File: config.mk
export PLATFORM = sky130hd
export DESIGN_NAME = flash_cmd_ctrl
export DESIGN_NICKNAME = d
export VERILOG_FILES = /design/src/rtl/fcc_pkg.sv /design/src/rtl/fcc_unlock.sv /design/src/rtl/fcc_decode.sv /design/src/rtl/fcc_issue.sv /design/src/rtl/flash_cmd_ctrl.sv
export SDC_FILE = /design/constraint.sdc
export NUM_CORES = 1
export LEC_CHECK = 0
export BUFFER_PORTS_ARGS = -buffer_cell sky130_fd_sc_hd__buf_2
export CORE_UTILIZATION = 50
export CTS_CLUSTER_DIAMETER = 60
export DETAILED_ROUTE_END_ITERATION = 10
export HOLD_SLACK_MARGIN = 0.08
export PLACE_DENSITY = 0.71
export SLEW_MARGIN = 20
export SYNTH_ARGS = -nofsm -noshare
export SYNTH_HDL_FRONTEND = slang
export SYNTH_HIERARCHICAL = 1
export SYNTH_SLANG_ARGS = --single-unit
File: constraint.sdc
create_clock -name clk -period 2.4 [get_ports clk]
set_input_delay 0.48 -clock clk [delete_from_list [all_inputs] [get_ports clk]]
set_output_delay 0.48 -clock clk [all_outputs]
set_load 0.03 [all_outputs]
File: src/rtl/fcc_pkg.sv
package fcc_pkg;
  typedef enum logic [1:0] {UL_IDLE, UL_HALF, UL_OPEN} ul_state_t;
  typedef enum logic {SP_PROG = 1'b0, SP_DATA = 1'b1} space_t;
  typedef enum logic {OP_ERASE = 1'b0, OP_PROG = 1'b1} op_t;
  localparam int SEL_W = 3;
  localparam logic [SEL_W-1:0] SEL_KEY  = 3'd0;
  localparam logic [SEL_W-1:0] SEL_SEG  = 3'd1;
  localparam logic [SEL_W-1:0] SEL_ADR  = 3'd2;
  localparam logic [SEL_W-1:0] SEL_D0   = 3'd3;
  localparam logic [SEL_W-1:0] SEL_D1   = 3'd4;
  localparam logic [SEL_W-1:0] SEL_CMD  = 3'd5;
  localparam logic [SEL_W-1:0] SEL_STAT = 3'd6;
endpackage

File: src/rtl/fcc_unlock.sv
module fcc_unlock
  import fcc_pkg::*;
#(
  parameter logic [7:0] KEY_A = 8'hFA,
  parameter logic [7:0] KEY_B = 8'hF5
) (
  input  logic       clk,
  input  logic       rst_n,
  input  logic       key_wr,
  input  logic [7:0] key_byte,
  input  logic       cmd_try,
  output logic       open
);
  ul_state_t st;

  always_ff @(posedge clk or negedge rst_n) begin
    if (!rst_n) begin
      st <= UL_IDLE;
    end else if (cmd_try && st == UL_OPEN) begin
      st <= UL_IDLE;
    end else if (key_wr) begin
      case (st)
        UL_HALF: st <= (key_byte == KEY_B) ? UL_OPEN : UL_IDLE;
        default: st <= (key_byte == KEY_A) ? UL_HALF : UL_IDLE;
      endcase
    end
  end

  assign open = (st == UL_OPEN);

  AST_OTHER_WRITES_KEEP: assert property (@(posedge clk) disable iff (!rst_n)
    !key_wr && !cmd_try |=> $stable(st));
  AST_WRONG_BYTE_DROPS: assert property (@(posedge clk) disable iff (!rst_n)
    key_wr && st == UL_HALF && key_byte != KEY_B |=> st == UL_IDLE);
  AST_ATTEMPT_CLOSES: assert property (@(posedge clk) disable iff (!rst_n)
    cmd_try && open |=> !open);
endmodule

File: src/rtl/fcc_decode.sv
module fcc_decode
  import fcc_pkg::*;
#(
  parameter int ADDR_W     = 16,
  parameter int PROG_BYTES = 32768,
  parameter int DATA_BYTES = 2048,
  parameter int ALIGN_BITS = 2
) (
  input  logic [7:0]        seg,
  input  logic [ADDR_W-1:0] raw_addr,
  output space_t            space,
  output logic [ADDR_W-1:0] eff_addr,
  output logic              in_range
);
  localparam logic [ADDR_W:0] PROG_LIM = (ADDR_W+1)'(PROG_BYTES);
  localparam logic [ADDR_W:0] DATA_LIM = (ADDR_W+1)'(DATA_BYTES);

  always_comb begin
    space = (seg == 8'h00) ? SP_PROG : SP_DATA;
    if (space == SP_PROG) begin
      eff_addr = {raw_addr[ADDR_W-1:ALIGN_BITS], {ALIGN_BITS{1'b0}}};
      in_range = ({1'b0, eff_addr} < PROG_LIM);
    end else begin
      eff_addr = raw_addr;
      in_range = ({1'b0, eff_addr} < DATA_LIM);
    end
  end
endmodule

File: src/rtl/fcc_issue.sv
module fcc_issue
  import fcc_pkg::*;
#(
  parameter int ADDR_W = 16,
  parameter int WORD_W = 32
) (
  input  logic              clk,
  input  logic              rst_n,
  input  logic              accept,
  input  op_t               op_in,
  input  space_t            space_in,
  input  logic [ADDR_W-1:0] addr_in,
  input  logic [WORD_W-1:0] data_in,
  input  logic              ready,
  input  logic              done_erase,
  input  logic              done_prog,
  output logic              valid,
  output op_t               op_q,
  output space_t            space_q,
  output logic [ADDR_W-1:0] addr_q,
  output logic [WORD_W-1:0] data_q,
  output logic              erase_busy,
  output logic              prog_busy
);
  always_ff @(posedge clk or negedge rst_n) begin
    if (!rst_n) begin
      valid   <= 1'b0;
      op_q    <= OP_ERASE;
      space_q <= SP_PROG;
      addr_q  <= '0;
      data_q  <= '0;
    end else if (accept) begin
      valid   <= 1'b1;
      op_q    <= op_in;
      space_q <= space_in;
      addr_q  <= addr_in;
      data_q  <= data_in;
    end else if (valid && ready) begin
      valid <= 1'b0;
    end
  end

  always_ff @(posedge clk or negedge rst_n) begin
    if (!rst_n) begin
      erase_busy <= 1'b0;
      prog_busy  <= 1'b0;
    end else begin
      if (accept && op_in == OP_ERASE) erase_busy <= 1'b1;
      else if (done_erase)             erase_busy <= 1'b0;
      if (accept && op_in == OP_PROG)  prog_busy <= 1'b1;
      else if (done_prog)              prog_busy <= 1'b0;
    end
  end

  AST_HOLD_UNDER_BACKPRESSURE: assert property (@(posedge clk) disable iff (!rst_n)
    valid && !ready |=> valid && $stable(addr_q) && $stable(data_q) && $stable(op_q));
  AST_BUSY_EXCLUSIVE: assert property (@(posedge clk) disable iff (!rst_n)
    $onehot0({erase_busy, prog_busy}));
  AST_VALID_NEEDS_BUSY: assert property (@(posedge clk) disable iff (!rst_n)
    valid |-> (erase_busy || prog_busy));
  AST_NO_ACCEPT_WHEN_BUSY: assert property (@(posedge clk) disable iff (!rst_n)
    (erase_busy || prog_busy) |-> !accept);
endmodule

File: src/rtl/flash_cmd_ctrl.sv
module flash_cmd_ctrl
  import fcc_pkg::*;
#(
  parameter int          ADDR_W     = 16,
  parameter int          BUS_W      = 16,
  parameter int          PROG_BYTES = 32768,
  parameter int          DATA_BYTES = 2048,
  parameter logic [7:0]  KEY_A      = 8'hFA,
  parameter logic [7:0]  KEY_B      = 8'hF5
) (
  input  logic              clk,
  input  logic              rst_n,
  input  logic              bus_wr,
  input  logic [2:0]        bus_sel,
  input  logic [BUS_W-1:0]  bus_wdata,
  output logic [BUS_W-1:0]  bus_rdata,
  output logic              req_valid,
  input  logic              req_ready,
  output logic              req_op,
  output logic              req_space,
  output logic [ADDR_W-1:0] req_addr,
  output logic [2*BUS_W-1:0] req_data,
  input  logic              done_erase,
  input  logic              done_prog
);
  localparam int WORD_W = 2 * BUS_W;

  logic [7:0]        seg_q;
  logic [ADDR_W-1:0] adr_q;
  logic [BUS_W-1:0]  d0_q, d1_q;
  logic              open, in_range, accept, prog_try, erase_try, cmd_try;
  logic              erase_busy, prog_busy;
  space_t            space, space_q;
  op_t               op_new, op_q;
  logic [ADDR_W-1:0] eff_addr;
  logic [WORD_W-1:0] data_new;

  always_ff @(posedge clk or negedge rst_n) begin
    if (!rst_n) begin
      seg_q <= '0;
      adr_q <= '0;
      d0_q  <= '0;
      d1_q  <= '0;
    end else if (bus_wr) begin
      case (bus_sel)
        SEL_SEG: seg_q <= bus_wdata[7:0];
        SEL_ADR: adr_q <= ADDR_W'(bus_wdata);
        SEL_D0:  d0_q  <= bus_wdata;
        SEL_D1:  d1_q  <= bus_wdata;
        default: ;
      endcase
    end
  end

  assign prog_try  = bus_wr && bus_sel == SEL_D1;
  assign erase_try = bus_wr && bus_sel == SEL_CMD && bus_wdata[0];
  assign cmd_try   = prog_try || erase_try;
  assign op_new    = prog_try ? OP_PROG : OP_ERASE;
  assign accept    = cmd_try && open && !erase_busy && !prog_busy && in_range;

  always_comb begin
    if (!prog_try)            data_new = '0;
    else if (space == SP_PROG) data_new = {bus_wdata, d0_q};
    else                       data_new = WORD_W'(d0_q[7:0]);
  end

  fcc_unlock #(.KEY_A(KEY_A), .KEY_B(KEY_B)) u_unlock (
    .clk(clk), .rst_n(rst_n),
    .key_wr(bus_wr && bus_sel == SEL_KEY), .key_byte(bus_wdata[7:0]),
    .cmd_try(cmd_try), .open(open));

  fcc_decode #(.ADDR_W(ADDR_W), .PROG_BYTES(PROG_BYTES), .DATA_BYTES(DATA_BYTES)) u_decode (
    .seg(seg_q), .raw_addr(adr_q), .space(space), .eff_addr(eff_addr), .in_range(in_range));

  fcc_issue #(.ADDR_W(ADDR_W), .WORD_W(WORD_W)) u_issue (
    .clk(clk), .rst_n(rst_n), .accept(accept), .op_in(op_new), .space_in(space),
    .addr_in(eff_addr), .data_in(data_new), .ready(req_ready),
    .done_erase(done_erase), .done_prog(done_prog),
    .valid(req_valid), .op_q(op_q), .space_q(space_q), .addr_q(req_addr), .data_q(req_data),
    .erase_busy(erase_busy), .prog_busy(prog_busy));

  assign req_op    = (op_q == OP_PROG);
  assign req_space = (space_q == SP_DATA);

  always_comb begin
    case (bus_sel)
      SEL_SEG:  bus_rdata = BUS_W'(seg_q);
      SEL_ADR:  bus_rdata = BUS_W'(adr_q);
      SEL_D0:   bus_rdata = d0_q;
      SEL_D1:   bus_rdata = d1_q;
      SEL_STAT: bus_rdata = BUS_W'({open, prog_busy, erase_busy});
      default:  bus_rdata = '0;
    endcase
  end

  AST_ISSUE_NEEDS_KEY: assert property (@(posedge clk) disable iff (!rst_n)
    $rose(req_valid) |-> $past(open));
  AST_PROG_ALIGNED: assert property (@(posedge clk) disable iff (!rst_n)
    req_valid && !req_space |-> req_addr[1:0] == 2'b00);
  AST_IN_RANGE: assert property (@(posedge clk) disable iff (!rst_n)
    req_valid |-> ({1'b0, req_addr} < (req_space ? (ADDR_W+1)'(DATA_BYTES) : (ADDR_W+1)'(PROG_BYTES))));
  AST_BYTE_ZERO_EXTENDED: assert property (@(posedge clk) disable iff (!rst_n)
    req_valid && req_space && req_op |-> req_data[WORD_W-1:8] == '0);
endmodule

# ---- Word level (Yosys, flattened, before mapping)
# Cells that the tools add are included.
dict set report op_classes {
  n_lt_le_gt_ge 2
  n_eq_ne 10
  n_mux 18
  bitwise 1
  reduce_logical 24
}
# operator n
set ops {}
lappend ops {{one-hot mux 16 bit (5 select lines)} 1}
lappend ops {{two-way mux 32 bit} 2}
lappend ops {{equality test 8 bit (second input constant)} 2}
lappend ops {{less-than comparator 16 x 12 -> 1 bit (second input constant)} 1}
lappend ops {{less-than comparator 16 bit (second input constant)} 1}
lappend ops {{logical AND 1 bit} 11}
lappend ops {{two-way mux 1 bit} 10}
lappend ops {{two-way mux 2 bit} 5}
lappend ops {{equality test 3 bit (second input constant)} 3}
lappend ops {{logical NOT 8 bit} 1}
lappend ops {{AND reduction 2 bit} 4}
lappend ops {{nonzero test 2 bit} 4}
lappend ops {{equality test 3 x 2 -> 1 bit (second input constant)} 2}
lappend ops {{equality test 3 x 1 -> 1 bit (second input constant)} 1}
lappend ops {{logical NOT 3 bit} 1}
lappend ops {{equality test 2 x 1 -> 1 bit (second input constant)} 1}
lappend ops {{equality test 2 bit (second input constant)} 1}
lappend ops {{logical NOT 1 bit} 2}
lappend ops {{logical OR 1 bit} 1}
lappend ops {{inverter 1 bit} 1}
dict set report word_totals {
  wordCells 67
  output_inout_bits 67
  input_bits 25
  register_bits 111
}

# ---- Depth between registers and ports, before layout
dict set report depth {
  depth_word 10
  mapped_depth 8
  mapped_depth_nobuf 6
}

# ---- By module
# The synthesis kept the hierarchy.
# module n_inst seq_area_each_um2 cells_per_inst area_per_inst_um2
set by_module_without_submodules {}
lappend by_module_without_submodules {flash_cmd_ctrl 1 1401.3 220 2960.3}
lappend by_module_without_submodules {fcc_issue 1 1326.3 118 2204.6}
lappend by_module_without_submodules {fcc_decode 1 0.0 21 153.9}
lappend by_module_without_submodules {fcc_unlock 1 50.0 15 140.1}

# ---- Least setup slack after synthesis
# No wires, ideal clock.
dict set report synth_timing {
  kind {input -> register}
  from {in bus_sel[1]}
  to {reg u_issue.addr_q[1]}
  required_ns 2.275
  path_stages 7
  path_slack_ns 0.355
  setup_ns 0.125
  t_arrival_ns 1.920
  n_path_buf 3
  path_cell_list {buf_4 > nor2b_1 > and3_1 > and4_1 > buf_6 > buf_8 > mux2_4}
}
dict set report synth_between {
  elab_chain_len 8
  elab_cells_between_ends 10
  classes_between {eq/ne (2); reduce/logical (8)}
}
# element line
set synth_lines {}
lappend synth_lines {{start: declaration} flash_cmd_ctrl.sv:14} ;# input logic [2:0] bus_sel,
lappend synth_lines {{equality test 3 bit} flash_cmd_ctrl.sv:56} ;# assign erase_try = bus_wr && bus_sel == SEL_CMD && bus_wdata[0];
lappend synth_lines {{logical AND 1 bit (2 in a row)} flash_cmd_ctrl.sv:56}
lappend synth_lines {{logical OR 1 bit (*)} flash_cmd_ctrl.sv:57} ;# assign cmd_try = prog_try || erase_try;
lappend synth_lines {{named net cmd_try} flash_cmd_ctrl.sv:31} ;# logic open, in_range, accept, prog_try, erase_try, cmd_try;
lappend synth_lines {{logical AND 1 bit (*) (4 in a row)} flash_cmd_ctrl.sv:59} ;# assign accept = cmd_try && open && !erase_busy && !prog_busy && in_range;
lappend synth_lines {{named net accept} flash_cmd_ctrl.sv:31}
lappend synth_lines {{end signal: assignment} fcc_issue.sv:36} ;# addr_q <= addr_in;
lappend synth_lines {{end: declaration} fcc_issue.sv:20} ;# output logic [ADDR_W-1:0] addr_q,
# The timed path passes the listed nets; every way through them passes the cells marked *.
# A chain may end at the register's enable or synchronous reset.

# ---- Final worst setup path
dict set report layout_timing {
  from {in bus_sel[0]}
  to {out bus_rdata[15]}
}
dict set report layout_between {
  elab_chain_len 2
  elab_cells_between_ends 6
  classes_between {eq/ne (5); mux (1)}
}
# element line
set layout_lines {}
lappend layout_lines {{equality test 3 bit, or another cell as far along} flash_cmd_ctrl.sv:86} ;# case (bus_sel)
lappend layout_lines {{one-hot mux 16 bit (5 select lines) (*)} flash_cmd_ctrl.sv:86}
lappend layout_lines {{end: declaration} flash_cmd_ctrl.sv:16} ;# output logic [BUS_W-1:0] bus_rdata,
# Mark *: on every way between the ends. The rest lies on a longest branch, timed or not.

==> results.txt <==
* Peak VDD IR: 291 µV
- Synthesis produced 374 cells.
- The most used flip-flop cell after synthesis is sky130_fd_sc_hd__dfrtp_1.
* Number of synthesized register bits: 111
- Clock input transition at the sequential cells of the worst setup and hold paths: 0.09 ns
- Worst path arrival time: 1.80 ns
- The final route contains 3216 vias.
- Clock buffers created by TritonCTS: 9
* Vias/cell: 5.42
- The die is 106 µm wide.
* Final critical-path required period: 2.28 ns
* Maximum buffer depth of the clock tree: 2
* Setup TNS: 0 ns
- Site Rows: 37
- Maximum fanout along the worst path: 11
- Startpoint of the worst-slack reg-to-reg timing path: seg_q[7]
- DRC errors left: 0
* Delay of the slowest cell on the worst path: 0.39 ns
- The pre-antenna-repair detailed-routing pass consisted of 4 iterations.
- Routability-driven placement finished with a final weighted congestion of 0.786.
- In this run the count of I/O pins placed on the die edge is 92.
- The cell sitting at the root of the clock tree is a sky130_fd_sc_hd__clkbuf_8.
* Post-cts hold buffer count: 0
- Power spread over the standard cell area amounts to 665 mW/mm².
- Among the stages of the critical path, the cell type that occurs most often is sky130_fd_sc_hd__buf_2.
* Number of enable-type register cells in the synthesized netlist: 0
- Net count after synthesis: 399
- For this design the static power due to leakage is 2.98 nW.
- Final total power: 4.00 mW
- Of the available clock period, the critical path in the final layout requires 94.9%.
- The flow ran to the end, and the final reports show no timing, DRC or antenna violations.
- Compared with the post-synthesis result, the final layout area differs by 10.2%.
- Startpoint-to-endpoint class of the critical path: input pin to output pin
- On the final layout, the worst clock skew is 0.0118 ns.
* Unique masters post-synth: 48
- Core box area: 0.0105 mm²
* Iter 0 DRT Violations: 165
- The endpoint identified for the worst register-to-register timing path is u_issue/data_q[29].
- Detailed Place HPWL: 7590 µm
- TritonCTS built the clock tree.
- Post-CTS Resized: 0
* Multi-input gate area: 0.00230 mm²
- Warnings from Yosys: 6
* Count of placed standard cells in the final layout, fillers left out: 593
- Before CTS, the worst setup slack after placement is 0.0941 ns.
- Via count of the first global-routing pass: 3366
* Cell type of the slowest stage on the worst timing path: sky130_fd_sc_hd__nor2_2
- The floorplan step defined a die boundary enclosing 0.0113 mm².
- Startpoint of the most critical setup path: bus_sel[0]
- The tool flagged a number of max-cap violations equal to 0.
- Synth Cell Area: 0.00546 mm²
- Reg2reg setup slack: 0.19 ns
- Once the floorplan was initialized, standard cells occupied 52.2% of the core.
- CP Launch Type: input pin
* Avg Cell Area, Syn: 14.6 µm²
- FF/Latch Area: 0.00278 mm²
- Setup violations remaining at the end of the flow were counted as 0.
* Pin count of the biggest net entering global routing: 52
* WP data required: 1.92 ns
* Total count of max-transition violations in the final report: 0
- Pin slew with the least headroom to its limit: 0.816 ns
* Length in cells of the worst reg-to-reg path: 5
- The clock net in this run drives a total of 111 sinks.
- The worst setup path is captured at an output pin.
* Layout cells sized above 1: 52.0%
* Fill cell instance count of the final layout: 846
- Unrepaired setup endpoints after global routing: no
- In the synthesized netlist the async set-or-reset flop fraction comes to 100%.
- Share of synthesized area occupied by flip-flops and latches: 50.9%
- Height of the die: 106 µm
* Post-layout worst setup margin: 0.121 ns
* Clock latency on the worst-skew pair: 0.39 ns
- Finished Core Util: 57.5%
- Once the clock tree was built, the setup fixing pass inserted 0 buffers.
- Highest clock frequency the design can meet: 439 MHz
- H-tree Lvls: 3
- The number of failing hold endpoints at the final stage is 0.
* Cell total after placement: 577
- Nets@finish: 477
- Global routing used 21.1% of the available tracks across all layers.
* Leftover overflow at the end of global routing: 0
- Post-DR wirelength/cell: 18.7 µm
- Cell Chain, Critical Path: buf_2 -> nand2b_1 -> nor2_2 -> o2bb2ai_1 -> buf_2
- In this run the worst hold path is classified as input pin to asynchronous set/reset pin.
* Total detailed-routing wirelength: 11100 µm
* Number of antenna violations at the first check in global routing: 0
* Relative slew slack: 45.4%
- The count of buffers added on input and output ports is 91.
* Number of nets still failing antenna checks after routing: 0
- Wire length of the first global-routing pass: 18000 µm
- Worst setup endpoint: bus_rdata[15]
## cells in the mapped netlist, types with 2 or more instances
master | n | area (µm²)
sky130_fd_sc_hd__a22oi_1 | 4 | 30.0
sky130_fd_sc_hd__a31o_2 | 3 | 26.3
sky130_fd_sc_hd__and2_1 | 34 | 213
sky130_fd_sc_hd__and4_1 | 2 | 17.5
sky130_fd_sc_hd__buf_12 | 6 | 120
sky130_fd_sc_hd__buf_2 | 2 | 10.0
sky130_fd_sc_hd__buf_4 | 16 | 120
sky130_fd_sc_hd__buf_6 | 6 | 67.6
sky130_fd_sc_hd__dfrtp_1 | 111 | 2780
sky130_fd_sc_hd__inv_1 | 7 | 26.3
sky130_fd_sc_hd__mux2_2 | 47 | 529
sky130_fd_sc_hd__mux2_4 | 58 | 871
sky130_fd_sc_hd__mux2i_1 | 19 | 190
sky130_fd_sc_hd__nand2_1 | 3 | 11.3
sky130_fd_sc_hd__nand2b_1 | 3 | 18.8
sky130_fd_sc_hd__nor2_1 | 3 | 11.3
sky130_fd_sc_hd__nor2_2 | 2 | 12.5
sky130_fd_sc_hd__nor4_1 | 2 | 12.5
sky130_fd_sc_hd__o21ai_0 | 3 | 15.0
sky130_fd_sc_hd__o22ai_1 | 8 | 50.1
sky130_fd_sc_hd__o2bb2ai_1 | 8 | 70.1
## state kept, by name, indices dropped and copies added (netlist names)
signal,flops
adr_q,16
d0_q,16
d1_q,16
seg_q,8
u_issue/addr_q,16
u_issue/data_q,32
u_issue/erase_busy,1
u_issue/op_q,1
u_issue/prog_busy,1
u_issue/space_q,1
u_issue/valid,1
u_unlock/st,2
## layer usage
metal / wire [µm] / global-route usage (%) / part of all wire, % / up-vias
li1: - / - / - / 1471
met1: 5250 / 30.0 / 47 / 1648
met2: 5130 / 31.6 / 46 / 85
met3: 558 / 5.03 / 5.0 / 12
met4: 173 / 7.24 / 1.6 / 0
met5: 0 / 0 / 0 / -
## cell families (layout without fill, tap and decap cells)
logic type / after synthesis / after routing / share of synthesized area (%)
AND/OR/NAND/NOR: 65 / 65 / 8.46
buffers and inverters: 41 / 123 / 6.97
multiplexers: 124 / 124 / 29.1
AO/OA/AOI/OAI: 33 / 33 / 4.56
flip-flops: 111 / 111 / 50.9
other: 0 / 1 / 0
## critical path: cells and delay by family
family	cells	cell delay (ns)
AO/OA/AOI/OAI	1	0.20
buffers and inverters	2	0.41
AND/OR/NAND/NOR	2	0.70
## layout by cell type, fill, tap and decap left out, types with 4 or more instances in the layout
master	synthesis	routed
sky130_fd_sc_hd__mux2_4	58	58
sky130_fd_sc_hd__mux2_2	47	47
sky130_fd_sc_hd__buf_4	16	8
sky130_fd_sc_hd__buf_2	2	90
sky130_fd_sc_hd__o22ai_1	8	8
sky130_fd_sc_hd__clkbuf_8	1	10
sky130_fd_sc_hd__a22oi_1	4	4
sky130_fd_sc_hd__mux2i_1	19	19
sky130_fd_sc_hd__dfrtp_1	111	111
sky130_fd_sc_hd__inv_1	7	7
sky130_fd_sc_hd__and2_1	34	34
sky130_fd_sc_hd__o2bb2ai_1	8	8
## how the worst min path moves through the flow
stage | depth (start not counted) | startpoint | endpoint
finish | 1 | rst_n | u_issue/data_q[25]
global route | 1 | rst_n | u_issue/data_q[25]
CTS | 1 | rst_n | u_issue/data_q[26]
detailed placement | 1 | u_issue/data_q[25] | u_issue/data_q[25]
global placement | 1 | d1_q[7] | d1_q[7]
floorplan | 0 | rst_n | adr_q[0]
## through the flow
stage                     instance area, µm²  hold slack (ns)
after floorplan                         5460            0.184
after global placement                  5850            0.490
after detailed placement                5850            0.490
after CTS                               6010            0.143
after global routing                    6010            0.162
final                                   6010            0.114
## cell type report
type	count	share of cell area, %
flip-flops and latches	111	46.2
multi-input cells	222	38.3
repair buffers	101	9.49
well taps	136	2.83
clock buffers	11	2.35
inverters	7	0.437
clock inverters	4	0.374
diodes	1	0.0416
## report_power, final
group / switching [mW] / internal (mW)
Combinational: 0.363 / 0.352
Clock: 0.615 / 0.396
Sequential: 0.172 / 2.10
Total: 1.15 / 2.85
Power figures use the tool's default switching activity.
